**src/rtl/gc_decoder.sv**
```systemverilog
module gc_decoder #(
  parameter int BYTE_W = 8,
  parameter logic [BYTE_W-1:0] CMD_RESET = 8'h06,
  parameter logic [BYTE_W-1:0] CMD_NOTE  = 8'h04
) (
  input  logic              clk,
  input  logic              rst_n,
  input  logic              start_det,
  input  logic              stop_det,
  input  logic              byte_valid,
  input  logic [BYTE_W-1:0] byte_data,
  input  logic              gc_en,
  input  logic              hgc_en,
  input  logic              tgt_en,
  input  logic [BYTE_W-2:0] alt_id,
  input  logic              irq_clr,
  output logic              ack_en,
  output logic              gc_irq,
  output logic [1:0]        gc_id,
  output logic              iface_rst
);
  localparam int AW = BYTE_W - 1;

  typedef enum logic [1:0] {ST_IDLE, ST_FIRST, ST_CMD, ST_HW} st_t;
  st_t st, st_nx;

  logic is_gc_addr, hw_match, second, ack_nx;
  logic [1:0] id_nx;

  assign is_gc_addr = gc_en && (byte_data[BYTE_W-1:1] == '0);
  assign hw_match   = hgc_en && gc_en && tgt_en && (byte_data[BYTE_W-1:1] == alt_id);
  assign second     = byte_valid && !start_det && !stop_det && (st == ST_CMD || st == ST_HW);

  always_comb begin
    st_nx  = st;
    ack_nx = 1'b0;
    id_nx  = 2'd0;
    if (start_det) st_nx = ST_FIRST;
    else if (stop_det) st_nx = ST_IDLE;
    else if (byte_valid) begin
      st_nx = ST_IDLE;
      case (st)
        ST_FIRST: begin
          ack_nx = is_gc_addr;
          if (is_gc_addr) st_nx = byte_data[0] ? ST_HW : ST_CMD;
        end
        ST_CMD: begin
          ack_nx = (byte_data == CMD_RESET) || (byte_data == CMD_NOTE);
          id_nx  = (byte_data == CMD_RESET) ? 2'd1 :
                   (byte_data == CMD_NOTE)  ? 2'd2 : 2'd0;
        end
        ST_HW: begin
          ack_nx = hgc_en;
          id_nx  = hw_match ? 2'd3 : 2'd0;
        end
        default: ack_nx = 1'b0;
      endcase
    end
  end

  always_ff @(posedge clk or negedge rst_n) begin
    if (!rst_n) begin
      st        <= ST_IDLE;
      ack_en    <= 1'b0;
      gc_irq    <= 1'b0;
      gc_id     <= 2'd0;
      iface_rst <= 1'b0;
    end else begin
      st        <= st_nx;
      iface_rst <= second && (st == ST_CMD) && (byte_data == CMD_RESET);
      if (start_det || stop_det || byte_valid) ack_en <= ack_nx;
      if (second) begin
        gc_id  <= id_nx;
        gc_irq <= 1'b1;
      end else if (irq_clr) gc_irq <= 1'b0;
    end
  end

  a_r3_single_pulse: assert property (@(posedge clk) disable iff (!rst_n)
    iface_rst |=> !iface_rst);
  a_r3_reset_id: assert property (@(posedge clk) disable iff (!rst_n)
    iface_rst |-> (gc_id == 2'd1 && gc_irq));
  a_r9_irq_sticky: assert property (@(posedge clk) disable iff (!rst_n)
    (gc_irq && !irq_clr) |=> gc_irq);
  a_r8_irq_after_byte: assert property (@(posedge clk) disable iff (!rst_n)
    $rose(gc_irq) |-> $past(byte_valid));
  a_r11_ack_cleared: assert property (@(posedge clk) disable iff (!rst_n)
    (start_det || stop_det) |=> !ack_en);
  a_r11_ack_moves: assert property (@(posedge clk) disable iff (!rst_n)
    !$stable(ack_en) |-> $past(byte_valid || start_det || stop_det));
endmodule

```
**config.mk**
```make
export PLATFORM = sky130hd
export DESIGN_NAME = gc_decoder
export DESIGN_NICKNAME = d
export VERILOG_FILES = /design/src/rtl/gc_decoder.sv
export SDC_FILE = /design/constraint.sdc
export NUM_CORES = 1
export LEC_CHECK = 0
export BUFFER_PORTS_ARGS = -buffer_cell sky130_fd_sc_hd__buf_2
export CORE_MARGIN = 2
export CORE_UTILIZATION = 36
export DETAILED_ROUTE_END_ITERATION = 12
export GPL_TIMING_DRIVEN = 1
export PLACE_DENSITY = 0.71
export SLEW_MARGIN = 20
export SYNTH_ARGS = -nofsm -noshare
export SYNTH_HDL_FRONTEND = slang
export SYNTH_SLANG_ARGS = --single-unit
```
**constraint.sdc**
```tcl
create_clock -name clk -period 1.6 [get_ports clk]
set_clock_uncertainty 0.2 [all_clocks]
set_input_delay 0.4 -clock clk [delete_from_list [all_inputs] [get_ports clk]]
set_output_delay 0.4 -clock clk [all_outputs]
set_load 0.005 [all_outputs]
```
==> results.md, run 1 <==
- Status: finished with violations
- Violated checks: negative setup slack
- Vias in the first global route: between 500 and 600
- IR Drop Worst-Case VDD: 263 uV
- FP Rows: 13
- Most frequent cells in the layout: 28 x buf_2, 13 x buf_4, 7 x xnor2_1, 7 x dfrtp_1
- Mapped Area: 488 um^2
- Clock tree buffer depth: 2
- Syn Area/Cell: a little over 10 um^2
- Critical path class: register to register
- Gate Count Post-Synth: 47
- Largest net degree at the start of global routing: 8
- GRT Total Usage: between 10% and 20%
- Sw Pwr: between 0.0001 and 0.00015 W
- Post-synth EDFFs: 0
- Setup WS post-layout: -90.2 ps
- Die X: approximately 41 um
- Worst EP arrival: 1670 ps
- Top delay family on crit path: simple AND/OR/NAND/NOR gates
- Initial Util: a little under two fifths
- Worst setup EP type: register
- Via Count: approximately 540
- GRT met1 Usage: 19.5%
- Port bufs: 28
- Max stage delay cell, worst path: or4bb_4
- Die height: 40.8 um
- Slowest cell delay on critical path: 540 ps
- Core Util, Final: between 60% and 70%
- Total clock sinks: 7
- Register Area: 175 um^2
- CTS clk-pin slew, worst paths: around 50 ps
- Prevailing post-synth register cell: dfrtp_1
- DRT Pass-1 Iters: 2
- Sequential Power Share: 40.0%
- Ys async rst share: 100%
- Final period util: 106%
- Synth Register Bits: 7
- Htree depth: 1
- Relative slew slack: between 80% and 90%
- Count of final hold-check violations: 0
- DRC violations left: 0
- Hold Path Class: primary input to register
- GPL Wtd Cong: roughly 0.86
- Final HPWL from detailed placement: 1090 um
- Yosys warning count: 0
- Total core area: ~1300 um^2
- Nets: 117
- Sum of negative setup slack: -196 ps
- # fillers: approximately 110
- Sequential area share after synthesis: ~36%
- Syn nets: 71
- Multi-input gate area: 324 um^2
- CP startpoint kind: register
- Routed WL: 1300 um
- Diode count: 0
- P_int: 0.000335 W
- Comb power frac: 23.5%
- Global-route wire length before repair: 2010 um
- Num CTS Buffers: 3
- Initial drt markers: 3
- Count of cell types in the netlist: 28
- Worst-path maximum fanout: 3
- Final setup viols: 3
- Clock power share: 36.5%
- Cell Chain, Critical Path: or4bb_4 -> nor4_4 -> a31oi_1 -> o21bai_1
- DR WL/cell: 12.1 um
- Critical Path RT: around 1600 ps
- Worst-Skew Late Latency: 250 ps
- Global Route met3 Usage: less than 1%
- Most common cell after layout, fill and taps aside: buf_2
- Max Fclk: 592 MHz
- Ports: 29
- Tmin final: roughly 1700 ps
- Worst-Margin Slew: between 200 and 300 ps
- RSZ-0062 raised after global routing: true
- Share of post-route cells with drive strength above 1: 58.7%
- Most Crowded Layer GR: met2
- DIE AREA: 1670 um^2
- DRT antenna net count: 0
- Root Buffer: clkbuf_4
- Met2 Use GR: 34.0%
- Max-cap violations: 0
- Switching Fraction: 25.5%
- WP buf/inv: 0
- Synth-to-layout area growth: 63.1%
- CTS tree: done
- Static leakage power: 0.391 nW
- GRT overflow: 0
- Initial antenna violation count: 0
- Vias/cell: approximately 5.1
- Max Slew Vio Count: 0
- Power Density: 566 nW/um^2
-- worst paths after layout --
check | startpoint | to | slack [ps] | depth (start not counted)
worst max-delay path | st[1]$_DFFE_PN0P_ | st[0]$_DFFE_PN0P_ | -90 | 4
worst min-delay path | irq_clr | gc_irq$_DFFE_PN0P_ | 140 | 2
worst max register to register | st[1]$_DFFE_PN0P_ | st[0]$_DFFE_PN0P_ | -90 | 4
worst min register to register | gc_id[1]$_DFFE_PN0P_ | gc_id[1]$_DFFE_PN0P_ | 280 | 2
max in group asynchronous | rst_n | gc_id[1]$_DFFE_PN0P_ | 730 | 2
min in group asynchronous | rst_n | ack_en$_DFFE_PN0P_ | 310 | 2
-- Yosys cell counts, types with 2 or more instances --
| cell | n | share of area (%) |
|---|---|---|
| or4_4 | 2 | 4.6 |
| nand4_1 | 2 | 2.6 |
| nor3_2 | 2 | 4.1 |
| nor2_1 | 2 | 1.5 |
| nand2_1 | 3 | 2.3 |
| dfrtp_1 | 7 | 36 |
| nand3_1 | 2 | 2.1 |
| xnor2_1 | 7 | 13 |
-- flip-flops by register name (all words and copies together) (netlist names) --
signal / cells
st: 2
iface_rst: 1
ack_en: 1
gc_irq: 1
gc_id: 2
-- stage by stage --
stage / setup WS [ps] / cells / hold WS, ps / total power (W) / instance area (um^2)
after floorplan: -91.9 / 47 / -95.6 / 0.000219 / 498
after global placement: -245 / 102 / 39.4 / 0.000282 / 739
after detailed placement: -306 / 102 / 43.3 / 0.000285 / 739
after CTS: -89.2 / 107 / 136 / 0.000450 / 776
after global routing: -140 / 107 / 151 / 0.000470 / 796
final: -90.2 / 107 / 139 / 0.000450 / 796
-- worst reg2reg max path, delay by kind of cell, from the launching register on --
| kind | cells | cell delay [ps] |
|---|---|---|
| simple gates | 2 | 750 |
| flops | 1 | 400 |
| compound gates | 2 | 270 |
-- cell families after synthesis --
logic type,Yosys count,share of synthesized area (%)
and+or+nand+nor,22,36.7
AOI/OAI and AO/OA,8,11.0
xor gates and xnor gates,7,12.6
DFF,7,35.9
buffers and inverters,2,1.79
muxes,1,2.05
-- area by class of cell --
type	count	share of cell area, %
Sequential cell	7	22.0
Clock buffer	4	3.30
Tap cell	15	2.36
Timing Repair Buffer	42	31.1
Inverter	1	0.472
Multi-Input combinational cell	38	40.7
-- what timing repair did --
action | in CTS | in global routing
setup endpoints to repair | 3 | 6
resized for setup | 0 | 4
hold buffers | 1 | 0
hold endpoints to repair | 7 | 0
pin swaps | 1 | 6
setup buffers | 0 | 0
-- power groups by stage --
stage               combinational [W]  clock [W]  sequential, W
floorplan                   0.0000351          0       0.000184
global placement            0.0000987          0       0.000183
finish                       0.000106   0.000164       0.000180
CTS                          0.000104   0.000166       0.000180
global route                 0.000116   0.000174       0.000180
detailed placement           0.000102          0       0.000183
-- layer usage --
layer / up-vias / wire (um)
li1: 270 / -
met1: 239 / 520
met2: 28 / 665
met3: 4 / 83
met4: 0 / 27
met5: - / 0
Power figures use the tool's default switching activity.
==> run 2: changes to the inputs <==
--- a/config.mk
+++ b/config.mk
@@ -10,7 +10,7 @@
 export CORE_UTILIZATION = 36
 export DETAILED_ROUTE_END_ITERATION = 12
 export GPL_TIMING_DRIVEN = 1
-export PLACE_DENSITY = 0.71
+export PLACE_DENSITY = 0.75
 export SLEW_MARGIN = 20
 export SYNTH_ARGS = -nofsm -noshare
 export SYNTH_HDL_FRONTEND = slang
==> run 2 against run 1 <==
The flow still finishes with violations (negative setup slack). Worst hold slack improved by 15 ps. Maximum frequency fell by 4.6%. Sequential share of layout area shrank 0.54 points. Design area increased by 2.5%. Critical path type unchanged. Largest power group unchanged. Highest routed layer unchanged.
==> results.md, run 2 (synthesis gave the netlist of run 1 again) <==
- Worst reg2reg path startpoint: st[1]$_DFFE_PN0P_
- P_int: 0.000337 W (+0.41%)
- RSZ-0062 raised after global routing: true
- Root Buffer: clkbuf_4
- FF-to-FF path depth: 5 (+1)
- Final setup viols: 5 (+2)
- GRT overflow: 0 (unchanged)
- Max Fclk: 565 MHz (-4.6%)
- DRT Pass-1 Iters: 3 (+1)
- Layout Cells excl Fill: 111 (+3.7%)
- CTS tree: done
- Worst-Margin Slew: 292 ps (+25.6 ps)
- Die height: 40.8 um (unchanged)
- Violated checks: negative setup slack
- Sw Pwr: 0.000111 W (-3.7%)
- DR WL/cell: 12.9 um (+6.2%)
- GRT Total Usage: 20.5% (+1.5 points)
- Core Util, Final: 63.5% (+1.6 points)
- Port bufs: 28 (unchanged)
- Final period util: 111% (+5.1 points)
- Placed Cells: 104 (+2.0%)
- Vias in the first global route: 549 (unchanged)
- CTS clk-pin slew, worst paths: 50 ps (about the same)
- Global-route wire length before repair: 2200 um (+9.3%)
- Hold Crit Start: irq_clr
- Switching Fraction: 24.7% (-0.78 points)
- Biggest regs: gc_id (2), st (2)
- Worst setup EP type: register
- Count of final hold-check violations: 0 (unchanged)
- DRT antenna net count: 0 (unchanged)
- Status: finished with violations
- Worst EP arrival: 1750 ps (+80 ps)
- Initial Util: 38.0% (unchanged)
- Via Count: 561 (+3.7%)
- Hold Path Class: primary input to register
- Vias/cell: 5.05 (about the same)
- Diode count: 0 (unchanged)
- IR Drop Worst-Case VDD: 228 uV (-13%)
- Final HPWL from detailed placement: 1180 um (+8.3%)
- Die X: 40.8 um (unchanged)
- Relative slew slack: 80.4% (-1.7 points)
- WHS Path Cells: 2 (unchanged)
- Register-to-register setup slack: -170 ps (-80 ps)
- Synth-to-layout area growth: 67.2%
- Critical Path RT: 1580 ps (about the same)
- Power Density: 548 nW/um^2 (-3.1%)
- Largest net degree at the start of global routing: 8 (unchanged)
- Max Slew Vio Count: 0 (unchanged)
- Clock power share: 36.0% (-0.5 points)
- Num CTS Buffers: 3 (unchanged)
- DIE AREA: 1670 um^2 (unchanged)
- Most common cell after layout, fill and taps aside: buf_2
- GPL Wtd Cong: 0.884 (+2.3%)
- WHS Endpoint: gc_irq$_DFFE_PN0P_
- Reg2reg end: ack_en$_DFFE_PN0P_
- Comb power frac: 23.8% (+0.3 points)
- FP Rows: 13 (unchanged)
- Sequential Power Share: 40.3% (+0.3 points)
- Total core area: 1280 um^2 (unchanged)
- Share of post-route cells with drive strength above 1: 59.4% (+0.68 points)
- Initial drt markers: 4 (+1)
- Worst-path maximum fanout: 3 (unchanged)
- Htree depth: 1 (unchanged)
- Tmin final: 1770 ps (+81.2 ps)
- Max-cap violations: 0 (unchanged)
- CP startpoint kind: register
- Clock tree buffer depth: 2 (unchanged)
- Initial antenna violation count: 0 (unchanged)
- Sum of negative setup slack: -501 ps (-305 ps)
- DRC violations left: 0 (unchanged)
- Worst slack, placed: -333 ps (-27.6 ps)
- Most frequent cells in the layout: 28 x buf_2, 17 x buf_4, 7 x xnor2_1, 7 x dfrtp_1
- Setup WS post-layout: -171 ps (-81.2 ps)
- Nets: 121 (+3.4%)
- Ports: 29 (unchanged)
- Total clock sinks: 7 (unchanged)
- Routed WL: 1430 um (+10%)
- Worst-Skew Late Latency: 250 ps (about the same)
- Critical path class: register to register
- Static leakage power: 0.406 nW (+3.8%)
## run 2: how the worst max path moves through the flow
stage	start	end	slack, ps	cells after the start
floorplan	byte_data[6]	st[0]$_DFFE_PN0P_	-90	4
global placement	byte_data[6]	st[1]$_DFFE_PN0P_	-250	5
detailed placement	byte_data[6]	st[0]$_DFFE_PN0P_	-330	5
CTS	st[1]$_DFFE_PN0P_	st[0]$_DFFE_PN0P_	-120	4
global route	st[1]$_DFFE_PN0P_	ack_en$_DFFE_PN0P_	-220	5
finish	st[1]$_DFFE_PN0P_	ack_en$_DFFE_PN0P_	-170	5
## run 2: power by group through the flow
| stage | Combinational, W | Sequential [W] | Clock [W] |
|---|---|---|---|
| finish | 0.000106 | 0.000180 | 0.000161 |
| global route | 0.000117 | 0.000180 | 0.000176 |
| CTS | 0.000106 | 0.000180 | 0.000165 |
| detailed placement | 0.000103 | 0.000183 | 0 |
| global placement | 0.0000993 | 0.000183 | 0 |
| floorplan | 0.0000351 | 0.000184 | 0 |
## run 2: final cells by class
cell class | instances | area (um^2)
clock buffer | 4 | 26.3
multi-input combinational | 38 | 314
inverter | 1 | 3.75
fill | 114 | 469
timing repair buffer | 46 | 278
tap | 15 | 18.8
sequential | 7 | 175
## run 2: layer usage
layer | global-route usage [%] | wire length [um] | vias to the layer above
met5 | 0 | 0 | -
met4 | 18.3 | 70 | 0
met3 | 0 | 80 | 8
met2 | 36.7 | 720 | 31
met1 | 21.8 | 558 | 246
li1 | - | - | 276
## run 2: worst max-delay path: stages, from the launching register on
cell and delay, ps:
dfrtp_1 400, or4bb_4 540, nor4_4 230, buf_4 170, a311oi_2 40, o21ai_1 130
## run 2: what timing repair did
action	CTS	global route
pin swaps	1	1
endpoints found under the hold margin	7	0
setup endpoints to repair	3	5
hold buffers	1	0
buffers inserted	1	1
gates resized for setup	1	1
## run 2: stage by stage
| stage | area (um^2) | power [W] | hold WS [ps] |
|---|---|---|---|
| after floorplan | 498 | 0.000219 | -95.6 |
| after global placement | 754 | 0.000282 | 35.9 |
| after detailed placement | 754 | 0.000286 | 39.7 |
| after CTS | 802 | 0.000451 | 160 |
| after global routing | 816 | 0.000473 | 155 |
| final | 816 | 0.000447 | 154 |
==> run 3: changes to the inputs <==
--- a/config.mk
+++ b/config.mk
@@ -8,9 +8,11 @@
 export BUFFER_PORTS_ARGS = -buffer_cell sky130_fd_sc_hd__buf_2
 export CORE_MARGIN = 2
 export CORE_UTILIZATION = 36
+export CTS_CLUSTER_SIZE = 24
 export DETAILED_ROUTE_END_ITERATION = 12
 export GPL_TIMING_DRIVEN = 1
 export PLACE_DENSITY = 0.75
+export REMOVE_ABC_BUFFERS = 1
 export SLEW_MARGIN = 20
 export SYNTH_ARGS = -nofsm -noshare
 export SYNTH_HDL_FRONTEND = slang
==> run 3 against run 2 <==
The run still ends with negative setup slack left. Core utilization grew 1.3 points. Routed wire length shrank 9.9%. Worst hold slack lost 18 ps. Total power grew 1.5%. Critical path type unchanged. Critical endpoint is now st[0]$_DFFE_PN0P_.
==> results.md, run 3 (synthesis gave the netlist of run 1 again) <==
- Status: finished with violations
- Violated checks: negative setup slack
- Max Fclk: 596 MHz (+5.6%)
- Num CTS Buffers: 3 (unchanged)
- Register Area: 175 um^2 (unchanged)
- DR WL/cell: 11.6 um (-9.9%)
- Max stage delay cell, worst path: or4bb_4
- Htree depth: 1 (unchanged)
- Final setup viols: 3 (-2)
- Total core area: 1280 um^2 (unchanged)
- P_int: 0.000339 W (+0.56%)
- Clock tree buffer depth: 2 (unchanged)
- Port bufs: 28 (unchanged)
- Top delay family on crit path: simple AND/OR/NAND/NOR gates
- Ports: 29 (unchanged)
- Max Slew Vio Count: 0 (unchanged)
- WHS Path Cells: 2 (unchanged)
- Layout Cells excl Fill: 111 (unchanged)
- Critical path class: register to register
- Largest net degree at the start of global routing: 8 (unchanged)
- Relative slew slack: 82.6% (+2.2 points)
- Initial Util: 38.0% (unchanged)
- Max-cap violations: 0 (unchanged)
- Cell Chain, Critical Path: or4bb_4 -> nor4_4 -> a31oi_1 -> o21bai_1
- Total clock sinks: 7 (unchanged)
- Initial drt markers: 12 (+8)
- Hold Path Class: primary input to register
- Clock power share: 36.4% (+0.4 points)
- WHS Endpoint: gc_irq$_DFFE_PN0P_
- Multi-input gate area: 330 um^2 (+5.2%)
- Placed Cells: 103 (-0.96%)
- Most frequent cells in the layout: 28 x buf_2, 17 x buf_4, 7 x xnor2_1, 7 x dfrtp_1
- GPL Wtd Cong: 0.815 (-7.8%)
- Routed WL: 1290 um (-9.9%)
- Synth-to-layout area growth: 70.5%
- Reg2reg end: st[0]$_DFFE_PN0P_
- CTS tree: done
- Count of final hold-check violations: 0 (unchanged)
- GRT Total Usage: 20.2% (-0.38 points)
- Power Density: 546 nW/um^2 (-0.53%)
- Static leakage power: 0.418 nW (+2.9%)
- # fillers: 105 (-7.9%)
- DRT Pass-1 Iters: 4 (+1)
- Final HPWL from detailed placement: 1050 um (-11%)
- Comb power frac: 24.0% (+0.2 points)
- Root Buffer: clkbuf_4
- IR Drop Worst-Case VDD: 223 uV (-2.1%)
- DRT antenna net count: 0 (unchanged)
- FF-to-FF path depth: 4 (-1)
- Share of post-route cells with drive strength above 1: 59.4% (unchanged)
- Most common cell after layout, fill and taps aside: buf_2
- Hold Crit Start: irq_clr
- Switching Fraction: 25.4% (+0.66 points)
- Worst EP arrival: 1660 ps (-90 ps)
- FP Rows: 13 (unchanged)
- Register-to-register setup slack: -80 ps (+90 ps)
- Worst setup EP type: register
- Final period util: 105% (-5.9 points)
- GRT overflow: 0 (unchanged)
- Biggest regs: gc_id (2), st (2)
- Die height: 40.8 um (unchanged)
- Worst-Skew Late Latency: 250 ps (about the same)
- CP startpoint kind: register
- Worst reg2reg path startpoint: st[1]$_DFFE_PN0P_
- Hold WS: 136 ps (-18.0 ps)
- Vias in the first global route: 526 (-4.2%)
- Global-route wire length before repair: 2080 um (-5.4%)
- Setup WS post-layout: -76.8 ps (+94.7 ps)
- Nets: 121 (unchanged)
- Initial antenna violation count: 0 (unchanged)
- Die X: 40.8 um (unchanged)
- Tmin final: 1680 ps (-94.7 ps)
- Diode count: 0 (unchanged)
- RSZ-0062 raised after global routing: true
- Worst-path maximum fanout: 4 (+1)
- Worst-Margin Slew: 259 ps (-33.3 ps)
- Sw Pwr: 0.000115 W (+4.2%)
- Vias/cell: 4.89 (-3.2%)
- CTS clk-pin slew, worst paths: 50 ps (about the same)
- WP buf/inv: 0 (-1)
- Slowest cell delay on critical path: 550 ps (about the same)
- DIE AREA: 1670 um^2 (unchanged)
- Critical Path RT: 1580 ps (about the same)
- DRC violations left: 0 (unchanged)
- Sequential Power Share: 39.7% (-0.6 points)
- Via Count: 543 (-3.2%)
run 3: power by group through the flow:
stage               registers [W]  logic (W)  clock network (W)
global route             0.000180   0.000119           0.000181
CTS                      0.000180   0.000105           0.000170
global placement         0.000183  0.0000998                  0
floorplan                0.000184  0.0000298                  0
finish                   0.000180   0.000109           0.000165
detailed placement       0.000183   0.000102                  0
run 3: cell type report:
class                      instances  area share [%]
inverter                           1           0.451
tap                               15            2.26
clock buffer                       4            3.16
multi-input combinational         38            39.7
sequential                         7            21.1
timing repair buffer              46            33.4
run 3: through the flow:
step	instance area [um^2]	total power (W)	setup slack (ps)	TNS [ps]	util, %
4_1_cts	810	0.000456	-86.0	-219	63.0
3_5_place_dp	747	0.000285	-312	-1440	58.1
2_1_floorplan	483	0.000214	-91.9	-301	-
3_3_place_gp	747	0.000283	-242	-1260	58.1
5_1_grt	832	0.000481	-161	-380	64.8
6_report	832	0.000454	-76.8	-187	64.8
run 3: worst max path at each step:
stage	from	to	depth (start not counted)
floorplan	byte_data[6]	st[0]$_DFFE_PN0P_	4
global placement	byte_data[6]	st[1]$_DFFE_PN0P_	5
detailed placement	byte_data[6]	st[0]$_DFFE_PN0P_	5
CTS	st[1]$_DFFE_PN0P_	st[0]$_DFFE_PN0P_	4
global route	st[1]$_DFFE_PN0P_	st[0]$_DFFE_PN0P_	4
finish	st[1]$_DFFE_PN0P_	st[0]$_DFFE_PN0P_	4
run 3: repair_timing:
action	in CTS	in global routing
resized for setup	1	2
buffers inserted	3	0
hold buffers	1	0
pin swaps	3	4
hold endpoints to repair	7	0
endpoints found under the setup margin	5	6
run 3: layer usage:
metal / share of wire [%] / track usage [%]
met1: 40 / 22.4
met4: 4.6 / 19.2
met5: 0 / 0
met2: 48 / 33.2
met3: 8.0 / 1.63
